### src/rtl/ahr_pkg.sv
package ahr_pkg;
  localparam int unsigned DW = 32;
  localparam int unsigned DEV_AW = 7;
  localparam int unsigned N_TIM = 5;
  localparam int unsigned CTRL_RST_BIT = 0;
  localparam int unsigned CTRL_EN_BIT = 7;
  localparam int unsigned STAT_IRQ_BIT = 0;

  typedef enum logic [2:0] {
    SEL_CTRL  = 3'd0,
    SEL_STAT  = 3'd1,
    SEL_PIO   = 3'd2,
    SEL_FAST0 = 3'd3,
    SEL_FAST1 = 3'd4,
    SEL_DMA0  = 3'd5,
    SEL_DMA1  = 3'd6,
    SEL_BUF   = 3'd7
  } reg_sel_e;

  function automatic logic [DW-1:0] pack_pio(int unsigned t1, int unsigned t2,
                                             int unsigned t4, int unsigned teoc);
    return {teoc[7:0], t4[7:0], t2[7:0], t1[7:0]};
  endfunction

  function automatic logic [DW-1:0] pack_dma(int unsigned tm, int unsigned td,
                                             int unsigned teoc);
    return {teoc[7:0], 8'h00, td[7:0], tm[7:0]};
  endfunction
endpackage

### src/rtl/ahr_decode.sv
module ahr_decode
  import ahr_pkg::*;
#(
  parameter int unsigned ADDR_W = 8
) (
  input  logic [ADDR_W-1:0] addr_i,
  output logic              host_o,
  output logic              known_o,
  output reg_sel_e          sel_o,
  output logic [DEV_AW-1:0] dev_addr_o
);
  assign host_o     = addr_i[ADDR_W-1];
  assign known_o    = (addr_i[ADDR_W-2:5] == '0);
  assign sel_o      = reg_sel_e'(addr_i[4:2]);
  assign dev_addr_o = addr_i[DEV_AW-1:0];
endmodule

### src/rtl/ahr_timing_bank.sv
module ahr_timing_bank
  import ahr_pkg::*;
#(
  parameter int unsigned          N = N_TIM,
  parameter logic [N-1:0][DW-1:0] RST_VAL = '0
) (
  input  logic                 clk_i,
  input  logic                 rst_ni,
  input  logic [N-1:0]         we_i,
  input  logic [DW-1:0]        wdata_i,
  output logic [N-1:0][DW-1:0] q_o
);
  for (genvar i = 0; i < N; i++) begin : g_reg
    always_ff @(posedge clk_i or negedge rst_ni) begin
      if (!rst_ni)     q_o[i] <= RST_VAL[i];
      else if (we_i[i]) q_o[i] <= wdata_i;
    end
  end
endmodule

### src/rtl/ahr_irq_flag.sv
module ahr_irq_flag (
  input  logic clk_i,
  input  logic rst_ni,
  input  logic set_i,
  input  logic clr_i,
  output logic flag_o
);
  // set has priority so a concurrent event is never lost
  always_ff @(posedge clk_i or negedge rst_ni) begin
    if (!rst_ni)     flag_o <= 1'b0;
    else if (set_i)  flag_o <= 1'b1;
    else if (clr_i)  flag_o <= 1'b0;
  end
endmodule

### src/rtl/ata_host_regs.sv
module ata_host_regs
  import ahr_pkg::*;
#(
  parameter int unsigned ADDR_W        = 8,
  parameter int unsigned FEATURE_LEVEL = 3,
  parameter int unsigned REVISION      = 0,
  parameter int unsigned PIO_T1        = 6,
  parameter int unsigned PIO_T2        = 28,
  parameter int unsigned PIO_T4        = 2,
  parameter int unsigned PIO_TEOC      = 23,
  parameter int unsigned DMA_TM        = 4,
  parameter int unsigned DMA_TD        = 21,
  parameter int unsigned DMA_TEOC      = 21
) (
  input  logic              clk_i,
  input  logic              rst_ni,
  input  logic              req_i,
  input  logic              we_i,
  input  logic [ADDR_W-1:0] addr_i,
  input  logic [31:0]       wdata_i,
  output logic              ack_o,
  output logic [31:0]       rdata_o,
  input  logic              irq_raise_i,
  output logic              irq_o,
  output logic              dev_rst_o,
  output logic              dev_req_o,
  output logic              dev_we_o,
  output logic [6:0]        dev_addr_o,
  output logic [31:0]       dev_wdata_o,
  input  logic              dev_ack_i,
  input  logic [31:0]       dev_rdata_i,
  input  logic              rx_load_i,
  input  logic [31:0]       rx_data_i,
  output logic [31:0]       tx_data_o
);
  localparam int unsigned LVL = (FEATURE_LEVEL >= 1 && FEATURE_LEVEL <= 3) ? FEATURE_LEVEL : 1;
  localparam logic [3:0]  LVL4 = 4'(LVL);
  localparam logic [3:0]  REV4 = 4'(REVISION);
  localparam int unsigned LAT = 2;
  localparam logic [DW-1:0] PIO_RST = pack_pio(PIO_T1, PIO_T2, PIO_T4, PIO_TEOC);
  localparam logic [DW-1:0] DMA_RST = pack_dma(DMA_TM, DMA_TD, DMA_TEOC);
  // bank order: compat PIO, fast0, fast1, dma0, dma1
  localparam logic [N_TIM-1:0][DW-1:0] TIM_RST = {DMA_RST, DMA_RST, PIO_RST, PIO_RST, PIO_RST};

  logic              host, known;
  reg_sel_e          sel;
  logic [DW-1:0]     ctrl_q, rxb_q, txb_q, rd_mux;
  logic [N_TIM-1:0]  tim_we;
  logic [N_TIM-1:0][DW-1:0] tim_q;
  logic              host_wr, en, local_req, stat_clr;
  logic [LAT-1:0]    pipe_vld;
  logic [DW-1:0]     pipe_dat [LAT];

  ahr_decode #(.ADDR_W(ADDR_W)) u_dec (
    .addr_i     (addr_i),
    .host_o     (host),
    .known_o    (known),
    .sel_o      (sel),
    .dev_addr_o (dev_addr_o)
  );

  assign en      = ctrl_q[CTRL_EN_BIT];
  assign host_wr = req_i && we_i && host && known;

  for (genvar i = 0; i < N_TIM; i++) begin : g_twe
    assign tim_we[i] = host_wr && (sel == reg_sel_e'(int'(SEL_PIO) + i));
  end

  ahr_timing_bank #(.N(N_TIM), .RST_VAL(TIM_RST)) u_tim (
    .clk_i   (clk_i),
    .rst_ni  (rst_ni),
    .we_i    (tim_we),
    .wdata_i (wdata_i),
    .q_o     (tim_q)
  );

  assign stat_clr = host_wr && (sel == SEL_STAT) && !wdata_i[STAT_IRQ_BIT];

  ahr_irq_flag u_irq (
    .clk_i  (clk_i),
    .rst_ni (rst_ni),
    .set_i  (irq_raise_i),
    .clr_i  (stat_clr),
    .flag_o (irq_o)
  );

  always_ff @(posedge clk_i or negedge rst_ni) begin
    if (!rst_ni) begin
      ctrl_q <= 32'h0000_0001;
      txb_q  <= '0;
      rxb_q  <= '0;
    end else begin
      if (host_wr && sel == SEL_CTRL) ctrl_q <= wdata_i;
      if (host_wr && sel == SEL_BUF)  txb_q  <= wdata_i;
      if (rx_load_i)                  rxb_q  <= rx_data_i;
    end
  end

  always_comb begin
    rd_mux = '0;
    if (known) begin
      unique case (sel)
        SEL_CTRL:  rd_mux = ctrl_q;
        SEL_STAT:  rd_mux = {LVL4, REV4, 23'd0, irq_o};
        SEL_PIO:   rd_mux = tim_q[0];
        SEL_FAST0: rd_mux = (LVL > 1) ? tim_q[1] : '0;
        SEL_FAST1: rd_mux = (LVL > 1) ? tim_q[2] : '0;
        SEL_DMA0:  rd_mux = (LVL > 2) ? tim_q[3] : '0;
        SEL_DMA1:  rd_mux = (LVL > 2) ? tim_q[4] : '0;
        SEL_BUF:   rd_mux = (LVL > 2) ? rxb_q : '0;
        default:   rd_mux = '0;
      endcase
    end
  end

  // fixed-latency completion for host accesses and refused drive accesses
  assign local_req = req_i && (host || !en);

  for (genvar s = 0; s < LAT; s++) begin : g_pipe
    always_ff @(posedge clk_i or negedge rst_ni) begin
      if (!rst_ni) begin
        pipe_vld[s] <= 1'b0;
        pipe_dat[s] <= '0;
      end else if (s == 0) begin
        pipe_vld[s] <= local_req;
        pipe_dat[s] <= (local_req && host && !we_i) ? rd_mux : '0;
      end else begin
        pipe_vld[s] <= pipe_vld[s-1];
        pipe_dat[s] <= pipe_dat[s-1];
      end
    end
  end

  assign dev_req_o   = req_i && !host && en;
  assign dev_we_o    = we_i;
  assign dev_wdata_o = wdata_i;
  assign dev_rst_o   = ctrl_q[CTRL_RST_BIT];
  assign tx_data_o   = txb_q;

  assign ack_o   = pipe_vld[LAT-1] || dev_ack_i;
  assign rdata_o = pipe_vld[LAT-1] ? pipe_dat[LAT-1] : (dev_ack_i ? dev_rdata_i : '0);
endmodule

### config.mk
export PLATFORM = sky130hd
export DESIGN_NAME = ata_host_regs
export DESIGN_NICKNAME = d
export VERILOG_FILES = /design/src/rtl/ahr_pkg.sv /design/src/rtl/ahr_decode.sv /design/src/rtl/ahr_timing_bank.sv /design/src/rtl/ahr_irq_flag.sv /design/src/rtl/ata_host_regs.sv
export SDC_FILE = /design/constraint.sdc
export NUM_CORES = 1
export LEC_CHECK = 0
export ABC_AREA = 1
export BUFFER_PORTS_ARGS = -buffer_cell sky130_fd_sc_hd__buf_2
export CAP_MARGIN = 20
export CORE_UTILIZATION = 59
export CTS_BUF_LIST = sky130_fd_sc_hd__clkbuf_4 sky130_fd_sc_hd__clkbuf_8
export DETAILED_ROUTE_END_ITERATION = 8
export GPL_ROUTABILITY_DRIVEN = 0
export PLACE_DENSITY = 0.84
export SYNTH_ARGS = -nofsm -noshare
export SYNTH_HDL_FRONTEND = slang
export SYNTH_SLANG_ARGS = --single-unit
### constraint.sdc
create_clock -name clk_i -period 1.3 [get_ports clk_i]
set_input_delay 0.065 -clock clk_i [delete_from_list [all_inputs] [get_ports clk_i]]
set_output_delay 0.065 -clock clk_i [all_outputs]
set_load 0.01 [all_outputs]
Yosys cells after proc, flatten, opt, wreduce, memory -nomap -nowiden
Index checks and enable logic that the tools add are counted.

word-level totals
  flip-flop bits (word level) = 323
  latch bits = 0
  RAM bits = 0
  memory bits (read-only) = 0
  bits of input ports = 111
  output and inout port bits = 108
  logic and storage cells = 53
  memories = 0

cells by class
  $add $sub $neg = 0
  multiply operators = 0
  div/mod/pow operators = 0
  magnitude comparators = 0
  eq/ne operators = 7
  shift-type cells = 0
  muxes and demuxes = 7
  bitwise logic cells = 0
  reductions and logical operators = 26

operator list
  kind                                                                   number
  32-bit one-hot mux with 8 select lines                                 1
  32-bit 2-to-1 mux                                                      4
  1-bit logical AND                                                      17
  3-bit equality test, second input constant                             4
  3-bit by 2-bit equality test with 1-bit output, second input constant  2
  1-bit logical NOT                                                      4
  3-bit by 1-bit equality test with 1-bit output, second input constant  1
  3-bit logical NOT                                                      1
  2-bit logical NOT                                                      1
  1-bit logical OR                                                       2
  1-bit 2-to-1 mux                                                       2
  2-bit nonzero test                                                     1

Logic depth before layout (Yosys ltp)
Gate-level depths: netlist of the first run.

  depth after elaboration = 7
  depth in mapped cells = 8
  depth with buffers taken out = 7

Modules after synthesis
A second synthesis of the first run with hierarchy kept.

second synthesis, totals
  cell total of the unflattened synthesis = 1714
  area, all modules = 14873.0 µm²

modules (own cells, without submodules)
  module           times used  cells each  area each (µm²)  sequential area each (µm²)
  ata_host_regs    1           1017        8399.3           4055.1
  ahr_timing_bank  1           680         6347.3           4058.9
  ahr_decode       1           12          86.3             0.0
  ahr_irq_flag     1           5           40.0             25.0

Worst setup path before layout of the first run
Ideal clock, no wire load.

  path kind = input port to flip-flop
  start point = input port addr_i[6]
  end point = register u_tim.q_o[94] (netlist bit)
  library setup time = 0.121 ns
  arrival time = 1.030 ns
  required time = 1.179 ns
  slack = 0.149 ns
  cell stages on the path = 6
  buffers on the path = 1
  cells stage by stage = or2_4 nor2_8 nand3_4 buf_6 nand2_1 o21ai_2

between the ends
  word-level cells in the longest chain between the ends = 3

RTL lines
  what                             RTL line               text
  from (decl)                      ata_host_regs.sv:19    input logic [ADDR_W-1:0] addr_i,
  2-bit logical NOT                ahr_decode.sv:13       assign known_o = (addr_i[ADDR_W-2:5] == '0);
  1-bit logical AND                ata_host_regs.sv:63    assign host_wr = req_i && we_i && host && known;
  1-bit logical AND                ata_host_regs.sv:66    assign tim_we[i] = host_wr && (sel == reg_sel_e'(int'(SEL_PIO) + i));
  to (signal, indexed assignment)  ahr_timing_bank.sv:15  if (!rst_ni) q_o[i] <= RST_VAL[i];
  to (signal, indexed assignment)  ahr_timing_bank.sv:16  else if (we_i[i]) q_o[i] <= wdata_i;
  to (decl)                        ahr_timing_bank.sv:11  output logic [N-1:0][DW-1:0] q_o

No other way between the ends.
A chain may end at the register's enable or synchronous reset.

Final worst setup path of the first run
  start point = register pipe_vld[1]
  end point = output port rdata_o[5]

between the ends
  word-level cells in the longest chain between the ends = 1

RTL lines
  what                               RTL line              text
  from (decl)                        ata_host_regs.sv:51   logic [LAT-1:0] pipe_vld;
  from (signal, indexed assignment)  ata_host_regs.sv:125  pipe_vld[s] <= local_req;
  from (signal, indexed assignment)  ata_host_regs.sv:128  pipe_vld[s] <= pipe_vld[s-1];
  32-bit 2-to-1 mux                  ata_host_regs.sv:141  assign rdata_o = pipe_vld[LAT-1] ? pipe_dat[LAT-1] : (dev_ack_i ? dev_rdata_i : '0);
  to (decl)                          ata_host_regs.sv:22   output logic [31:0] rdata_o,

No other way between the ends.

==> run_results.csv, run 1 <==
group,metric,value,unit
synth,synth_top_cell_by_area,"dfrtp_1",
cells_and_area,final_util,75.61,%
worst_setup_path,cp_max_fo,8,
sta,max_freq,0.6175,GHz
floorplan,boundaryPins,219,
min_path,holdPathStages,5,
worst_setup_path,r2r-start,"ctrl_q[7]",
worst_setup_path,cp-start-kind,"flip-flop",
sta,maxSlewHeadroom,31.12,%
worst_setup_path,path_class,"flip-flop to primary output",
power,cellPowerDensity,1312,nW/um^2
synth,synthArstFlopShare,100.0,%
clock_network,clockBufferDepth,3,
clock_network,cts.clk_slew.worst_paths,0.06,ns
sta,drv_slew,0,
synth,synth_area_leaders,"dfrtp_1 49%, nand2_1 10%, dfstp_2 8.3%",
sta,worst_pin_slew,1.030,ns
grt,grt_max_degree,80,
synth,synthTopCellsByCount,"384 x nand2_1, 278 x dfrtp_1, 196 x o21ai_0",
min_path,whs_endpoint,"pipe_dat[54]",
detailed_routing,drc,0,
cells_and_area,multi_input_area,5095,sq um
floorplan,dieWidth,157.8,microns
synth,ys_types,32,
floorplan,die_area,24900,sq um
sta,rsz0062_at_grt,"true",
power,leakage,8.850,nW
job,max_cap_viol_count,0,
worst_setup_path,rr_endpoint,"pipe_vld[0]",
grt,track_usage,32.50,%
floorplan,initial_core_util,60.65,%
floorplan,rows,56,
cells_and_area,fillers,1558,
status,status,"complete, but fails checks",
sta,setup_slack,-0.3193,ns
cells_and_area,final_nets,1897,
worst_setup_path,r2r_cells,4,
synth,synth_ff_type,"dfrtp_1",
synth,synth_area,14320,sq um
placed_design,portBuffers,214,
sta,finalCritPeriodShare,124.6,%
detailed_routing,antenna_left,0,
cells_and_area,num_antenna_cells,0,
grt,first_global_vias,11816,
synth,synthCells,1532,
synth,synth_edf_count,0,
synth,postSynthRegisterBits,323,
cells_and_area,drive_gt1_share,27.48,%
synth,yosysMostFrequentCell,"nand2_1",
grt,antenna_found_initial,0,
grt,grt_pass1_wl,62110,microns
synth,yosysSeqAreaShare,56.84,%
detailed_routing,drt_iter0_drc,1469,
placed_design,place_ws,-0.05478,ns
worst_setup_path,ff2ff_setup_slack,0.10,ns
synth,yosysWarningCount,0,
clock_network,root_buffer,"clkbuf_8",
floorplan,die_h,157.8,microns
sta,hold_violations,0,
sta,setup_viol,53,
cells_and_area,regArea,8140,sq um
grt,overflow,0,
sta,period_minus_slack,1.619,ns
detailed_routing,first_pass_iters,6,
clock_network,clock_latency,0.57,ns
detailed_routing,routed_wl,40740,microns
detailed_routing,via_per_inst,5.890,
cells_and_area,area_growth,24.68,%
placed_design,place_hpwl,24990,microns
synth,yosysTopAreaCellShare,48.58,%
clock_network,cts_max_level,2,
sta,fin_tns_setup,-14.66,ns
worst_setup_path,cp.required,1.24,ns
power,power,23.43,mW
status,failed_checks,"negative setup slack",
floorplan,coreArea,23610,sq um
detailed_routing,wl_per_cell,18.98,microns
clock_network,clkSinkCount,323,
worst_setup_path,end_kind,"primary output",
power,vdd_drop_max,0.0007860,V
worst_setup_path,critPathArrivalTime,1.55,ns
min_path,hold_path.class,"input pin to flip-flop",
synth,avgSynthCellArea,9.347,sq um
min_path,hold_start,"we_i",
clock_network,numCtsBuffers,50,
sta,fin_skew,0.02467,ns
clock_network,cts_tree,"done",
synth,syn-num-nets,1643,
detailed_routing,dr_total_vias,12640,
-- per-layer routing --
metal | wire length, microns | vias to the layer above | GRT usage (%)
li1 | - | 5680 | -
met1 | 17270 | 6033 | 47.75
met2 | 17960 | 841 | 47.81
met3 | 4667 | 86 | 7.638
met4 | 843 | 0 | 10.36
met5 | 0 | - | 0
-- power by group --
group,leakage [nW],switching (mW),internal (mW)
Clock,0.621,3.94,5.65
Combinational,4.02,1.54,1.07
Sequential,4.20,0.418,10.8
Total,8.85,5.89,17.5
-- layout by cell type (no fill, tap or decap), types with 5 or more instances in the layout --
cell type	count
nand2_1	383
dfrtp_1	277
buf_2	207
o21ai_0	196
nand4_1	140
nand3_1	71
dlygate4sd3_1	70
nor2_1	68
clkbuf_8	65
dfstp_2	45
buf_4	40
inv_1	39
o21ai_1	37
buf_12	35
o21ai_2	32
a21oi_1	25
clkbuf_4	20
mux2_2	17
mux2_1	15
nand2_4	6
clkinv_2	5
buf_6	5
-- what timing repair did --
action,in CTS,in global routing
cloned,0,4
resized for setup,6,7
hold endpoints to repair,549,19
hold buffers,70,1
buffers inserted,2,2
endpoints found under the setup margin,35,54
pin swaps,1,4
-- state kept, by name, indices dropped and copies added, names as in the netlist --
signal and count:
pipe_vld 2, u_tim.q_o 160, tx_data_o 32, rxb_q 32, ctrl_q 32, pipe_dat 64
u_irq.flag_o 1
-- critical path, stage by stage (launching register included) --
cell and delay, ns:
dfrtp_2 0.45, clkinv_4 0.10, clkbuf_16 0.16, nand3_1 0.07, nand2_1 0.09, buf_2 0.12
-- cells by family after synthesis --
group / after synthesis / share of synthesized area, %
mux: 32 / 2.516
simple gates: 682 / 21.93
flops: 323 / 56.84
buf+inv: 204 / 7.689
compound gates: 291 / 11.03
-- cell type report --
cell class	count	share of cell area [%]
flip-flops and latches	323	45.59
multi-input cells	1005	28.54
repair buffers	361	16.15
clock buffers	85	5.851
well taps	319	2.235
inverters	45	0.9881
clock inverters	8	0.6447
-- metrics by stage --
step	cell area, sq um	cells	hold slack, ns
2_1_floorplan	14320	1532	-0.2306
3_3_place_gp	15830	1975	-0.05902
3_5_place_dp	15830	1975	-0.06161
4_1_cts	17730	2140	0.001862
5_1_grt	17850	2146	0.02817
6_report	17850	2146	0.03368
-- how the worst max path moves through the flow --
stage	startpoint	to
after floorplan	addr_i[6]	u_tim.q_o[94]
after global placement	addr_i[4]	pipe_dat[59]
after detailed placement	addr_i[2]	pipe_dat[47]
after CTS	pipe_vld[1]	rdata_o[0]
after global routing	pipe_vld[1]	rdata_o[29]
final	pipe_vld[1]	rdata_o[5]
Power figures use the tool's default switching activity.
==> run 2, diff against run 1 <==
Settings changed: PLACE_DENSITY 0.84 to 0.82.
==> run_results.csv, run 2 (synthesis gave the netlist of run 1 again) <==
group,metric,value,unit
sta,max_freq,0.6009,GHz
detailed_routing,route.top_layer_used,"met4",
sta,drv_slew,0,
job,max_cap_viol_count,0,
power,leakage,8.868,nW
min_path,hold_path.class,"input pin to flip-flop",
detailed_routing,dr_total_vias,12567,
detailed_routing,wl_met1,16960,microns
grt,track_usage,32.34,%
worst_setup_path,cp-start-kind,"flip-flop",
detailed_routing,drt_iter0_drc,1694,
power,vdd_drop_max,0.0008738,V
detailed_routing,met2_length,17620,microns
sta,setup_viol,35,
clock_network,cts_tree,"done",
clock_network,cts.clk_slew.worst_paths,0.06,ns
clock_network,numCtsBuffers,50,
cells_and_area,layout_commonest_cell,"nand2_1",
clock_network,root_buffer,"clkbuf_8",
worst_setup_path,path_class,"flip-flop to primary output",
detailed_routing,routed_wl,40140,microns
sta,hold_violations,0,
detailed_routing,wl_per_cell,18.66,microns
status,status,"complete, but fails checks",
grt,grt_pass1_wl,61790,microns
sta,finalCritPeriodShare,128.0,%
floorplan,die_area,24900,sq um
cells_and_area,instances_no_fill,2151,
power,cellPowerDensity,1282,nW/um^2
worst_setup_path,end_kind,"primary output",
floorplan,boundaryPins,219,
cells_and_area,reg_top3,"u_tim.q_o (160), pipe_dat (64)",
placed_design,portBuffers,214,
sta,fin_skew,0.02638,ns
clock_network,cts_max_level,2,
clock_network,clock_latency,0.58,ns
cells_and_area,drive_gt1_share,28.06,%
floorplan,die_h,157.8,microns
grt,grt_max_degree,72,
clock_network,clkSinkCount,323,
cells_and_area,area_growth,25.04,%
cells_and_area,top_register,"u_tim.q_o",
floorplan,coreArea,23610,sq um
detailed_routing,via_per_inst,5.842,
cells_and_area,layout_common_cells,"376 x nand2_1, 277 x dfrtp_1, 203 x buf_2",
detailed_routing,drc,0,
grt,first_global_vias,11562,
worst_setup_path,cp-startpoint,"pipe_vld[1]",
sta,period_minus_slack,1.664,ns
sta,setup_slack,-0.3642,ns
detailed_routing,antenna_left,0,
sta,rsz0062_at_grt,"true",
worst_setup_path,critPathArrivalTime,1.60,ns
grt,antenna_found_initial,0,
floorplan,initial_core_util,60.65,%
worst_setup_path,cp.required,1.24,ns
placed_design,place_ws,-0.08212,ns
sta,worst_pin_slew,0.8739,ns
worst_setup_path,cp_max_fo,13,
floorplan,dieWidth,157.8,microns
clock_network,clockBufferDepth,3,
cells_and_area,largest_register_ffs,160,
worst_setup_path,r2r-start,"u_irq.flag_o",
min_path,hold_start,"addr_i[4]",
status,failed_checks,"negative setup slack",
placed_design,place_hpwl,24490,microns
detailed_routing,wl_met3,4851,microns
floorplan,rows,56,
cells_and_area,num_antenna_cells,0,
cells_and_area,final_nets,1903,
detailed_routing,first_pass_iters,6,
grt,overflow,0,
sta,maxSlewHeadroom,41.74,%
placed_design,dp.cells,1978,
cells_and_area,fillers,1545,
-- run 2: changes by cell type in the layout (fill, tap and decap cells not counted), moves of 2 or more --
cell | before | now
buf_2 | 207 | 203
nand2_2 | 1 | 8
buf_4 | 40 | 43
clkbuf_8 | 65 | 70
buf_6 | 5 | 10
bufinv_16 | 3 | 0
buf_8 | 1 | 3
clkinv_2 | 5 | 3
nand2_1 | 383 | 376
-- run 2: area by class of cell --
type	count	area, sq um	area share [%]
Sequential cell	323	8140	45.46
Multi-Input combinational cell	1005	5119	28.59
Timing Repair Buffer	367	2950	16.48
Clock buffer	89	1106	6.177
Tap cell	319	399.1	2.229
Inverter	45	176.4	0.9853
Clock inverter	3	15.01	0.08385
-- run 2: layer usage --
| layer | up-vias | GRT usage [%] |
|---|---|---|
| met5 | - | 0 |
| met4 | 0 | 8.276 |
| met3 | 83 | 8.979 |
| met2 | 804 | 47.24 |
| met1 | 5982 | 47.69 |
| li1 | 5698 | - |
-- run 2: power breakdown --
group,internal [mW],leakage (nW),switching (mW)
combinational,1.08,4.06,1.54
clock,5.30,0.602,3.80
sequential,10.8,4.20,0.414
-- run 2: what timing repair did --
item | 4_1_cts | 5_1_grt
pin swaps | 1 | 2
gates resized for setup | 14 | 20
hold buffers | 72 | 1
endpoints found under the setup margin | 35 | 52
buffers inserted | 7 | 0
cloned | 1 | 2
endpoints found under the hold margin | 550 | 1
-- run 2: worst max-delay path: stages (launching register included) --
cell and delay [ns]:
dfrtp_2 0.46, clkinv_4 0.10, clkbuf_16 0.16, nand3_1 0.09
nand2_1 0.09, buf_2 0.13
-- run 2: stage by stage --
step	total power, mW	hold WS, ns	util, %	area, sq um	TNS (ns)
floorplan	12.61	-0.2306	-	14320	0
global placement	13.57	-0.05018	67.09	15840	-0.07862
detailed placement	13.67	-0.05281	67.09	15840	-0.5972
CTS	22.95	0.08063	75.40	17800	-12.31
global route	23.85	0.1026	75.83	17910	-13.17
finish	22.96	0.1175	75.83	17910	-10.78
-- run 2: path summary, 6_finish.rpt --
| check | end | slack (ns) | cells past startpoint |
|---|---|---|---|
| worst max-delay path | rdata_o[15] | -0.36 | 5 |
| worst max register to register | u_irq.flag_o | 0.05 | 2 |
| min in group asynchronous | u_tim.q_o[57] | 0.14 | 2 |
| max in group asynchronous | pipe_dat[56] | 0.22 | 3 |
| worst min register to register | pipe_dat[16] | 0.35 | 0 |
| worst min-delay path | u_tim.q_o[14] | 0.12 | 5 |
==> run 3, diff against run 2 <==
==> constraint.sdc (replaced) <==
create_clock -name clk_i -period 1.3 [get_ports clk_i]
set_input_delay 0.195 -clock clk_i [delete_from_list [all_inputs] [get_ports clk_i]]
set_output_delay 0.195 -clock clk_i [all_outputs]
set_load 0.01 [all_outputs]
==> run_results.csv, run 3 (synthesis gave the netlist of run 1 again) <==
group,metric,value,unit
grt,track_usage,31.37,%
cells_and_area,layout_commonest_cell,"nand2_1",
worst_setup_path,critPathArrivalTime,1.58,ns
placed_design,dp.cells,1999,
detailed_routing,antenna_left,0,
sta,fin_skew,0.01893,ns
detailed_routing,dr_total_vias,12441,
sta,finalCritPeriodShare,136.9,%
floorplan,die_h,157.8,microns
worst_setup_path,cp-start-kind,"flip-flop",
power,vdd_drop_max,0.0007935,V
floorplan,boundaryPins,219,
sta,setup_viol,35,
clock_network,clockBufferDepth,3,
detailed_routing,routed_wl,38450,microns
cells_and_area,reg_top3,"u_tim.q_o (160), pipe_dat (64)",
floorplan,rows,56,
sta,setup_slack,-0.4791,ns
worst_setup_path,cp.required,1.11,ns
worst_setup_path,crit_slowest_cell,"dfrtp_1",
job,max_cap_viol_count,0,
status,status,"complete, but fails checks",
sta,worst_pin_slew,0.5575,ns
sta,period_minus_slack,1.779,ns
cells_and_area,largest_register_ffs,160,
cells_and_area,fillers,1585,
floorplan,dieWidth,157.8,microns
status,failed_checks,"negative setup slack",
cells_and_area,instances_no_fill,2145,
floorplan,coreArea,23610,sq um
detailed_routing,first_pass_iters,6,
sta,maxSlewHeadroom,62.83,%
sta,whs,0.02348,ns
grt,grt_max_degree,74,
clock_network,clkSinkCount,323,
sta,drv_slew,0,
cells_and_area,top_register,"u_tim.q_o",
grt,overflow,0,
clock_network,cts_max_level,2,
cells_and_area,area_growth,24.10,%
sta,hold_violations,0,
worst_setup_path,cp_max_fo,16,
worst_setup_path,worstPathCellList,"inv_2, buf_12, nand3_1, nand2_1, buf_2",
grt,first_global_vias,11570,
sta,max_freq,0.5621,GHz
clock_network,cts.clk_slew.worst_paths,0.06,ns
min_path,hold_path.class,"input pin to flip-flop",
detailed_routing,drc,0,
worst_setup_path,cpPeakStageDelay,0.41,ns
floorplan,die_area,24900,sq um
placed_design,place_hpwl,25450,microns
placed_design,place_ws,-0.2008,ns
sta,fin_tns_setup,-14.99,ns
clock_network,root_buffer,"clkbuf_8",
detailed_routing,drt_iter0_drc,1375,
cells_and_area,drive_gt1_share,29.04,%
detailed_routing,via_per_inst,5.800,
sta,rsz0062_at_grt,"true",
cells_and_area,final_util,75.26,%
cells_and_area,layout_common_cells,"381 x nand2_1, 278 x dfrtp_1, 205 x buf_2",
cells_and_area,final_nets,1896,
worst_setup_path,path_class,"flip-flop to primary output",
clock_network,cts_tree,"done",
worst_setup_path,cp_top_family,"flip-flops",
grt,antenna_found_initial,1,
floorplan,initial_core_util,60.65,%
worst_setup_path,crit_buf_inv,3,
power,leakage,8.862,nW
clock_network,clock_latency,0.57,ns
detailed_routing,wl_per_cell,17.92,microns
worst_setup_path,end_kind,"primary output",
power,cellPowerDensity,1289,nW/um^2
placed_design,portBuffers,214,
grt,grt_pass1_wl,60230,microns
clock_network,numCtsBuffers,51,
[run 3: path summary, 6_finish.rpt]
kind / startpoint / endpoint / slack [ns] / cells after the start
max in group asynchronous: rst_ni / u_tim.q_o[74] / 0.51 / 3
hold / removal: wdata_i[30] / tx_data_o[30] / 0.02 / 3
hold reg to reg: pipe_dat[50] / pipe_dat[18] / 0.35 / 0
min in group asynchronous: rst_ni / u_tim.q_o[153] / 0.10 / 2
setup / recovery: pipe_vld[1] / rdata_o[4] / -0.48 / 5
setup reg to reg: u_irq.flag_o / pipe_dat[32] / 0.09 / 6
[run 3: timing repair]
| item | CTS | global route |
|---|---|---|
| setup buffers | 7 | 4 |
| gates cloned | 0 | 1 |
| hold buffers | 40 | 0 |
| hold endpoints to repair | 330 | 0 |
| endpoints found under the setup margin | 55 | 65 |
| pin swaps | 0 | 1 |
| gates resized for setup | 11 | 4 |
[run 3: stage by stage]
stage | total power [mW] | cell area [sq um]
2_1_floorplan | 12.61 | 14320
6_report | 22.90 | 17770
3_5_place_dp | 13.77 | 16090
3_3_place_gp | 13.65 | 16090
5_1_grt | 23.78 | 17770
4_1_cts | 22.95 | 17690
[run 3: power breakdown]
part / switching, mW / total, mW / internal, mW
Clock: 3.83 / 9.07 / 5.25
Sequential: 0.407 / 11.2 / 10.8
Combinational: 1.51 / 2.59 / 1.08
Total: 5.75 / 22.9 / 17.1
[run 3: area by class of cell]
| type | count | area, sq um | share of cell area (%) |
|---|---|---|---|
| inverter | 45 | 171.4 | 0.9646 |
| tap | 319 | 399.1 | 2.246 |
| clock inverter | 4 | 20.02 | 0.1127 |
| timing repair buffer | 359 | 2850 | 16.04 |
| multi-input combinational | 1005 | 5095 | 28.67 |
| sequential | 323 | 8139 | 45.80 |
| antenna | 1 | 2.502 | 0.01408 |
| clock buffer | 89 | 1094 | 6.154 |
[run 3: worst reg2reg max path, delay by kind of cell, from the launching register on]
kind | cells | cell delay, ns
AND/OR/NAND/NOR | 3 | 0.22
AO/OA/AOI/OAI | 1 | 0.29
buffers and inverters | 2 | 0.23
flip-flops | 1 | 0.36
[run 3: per-layer routing]
| metal | wire, microns | share of wire [%] | track usage, % |
|---|---|---|---|
| met4 | 547 | 1.4 | 8.414 |
| met1 | 17020 | 44 | 47.02 |
| met5 | 13 | 0.034 | 0 |
| met3 | 4115 | 11 | 6.953 |
| met2 | 16750 | 44 | 46.15 |
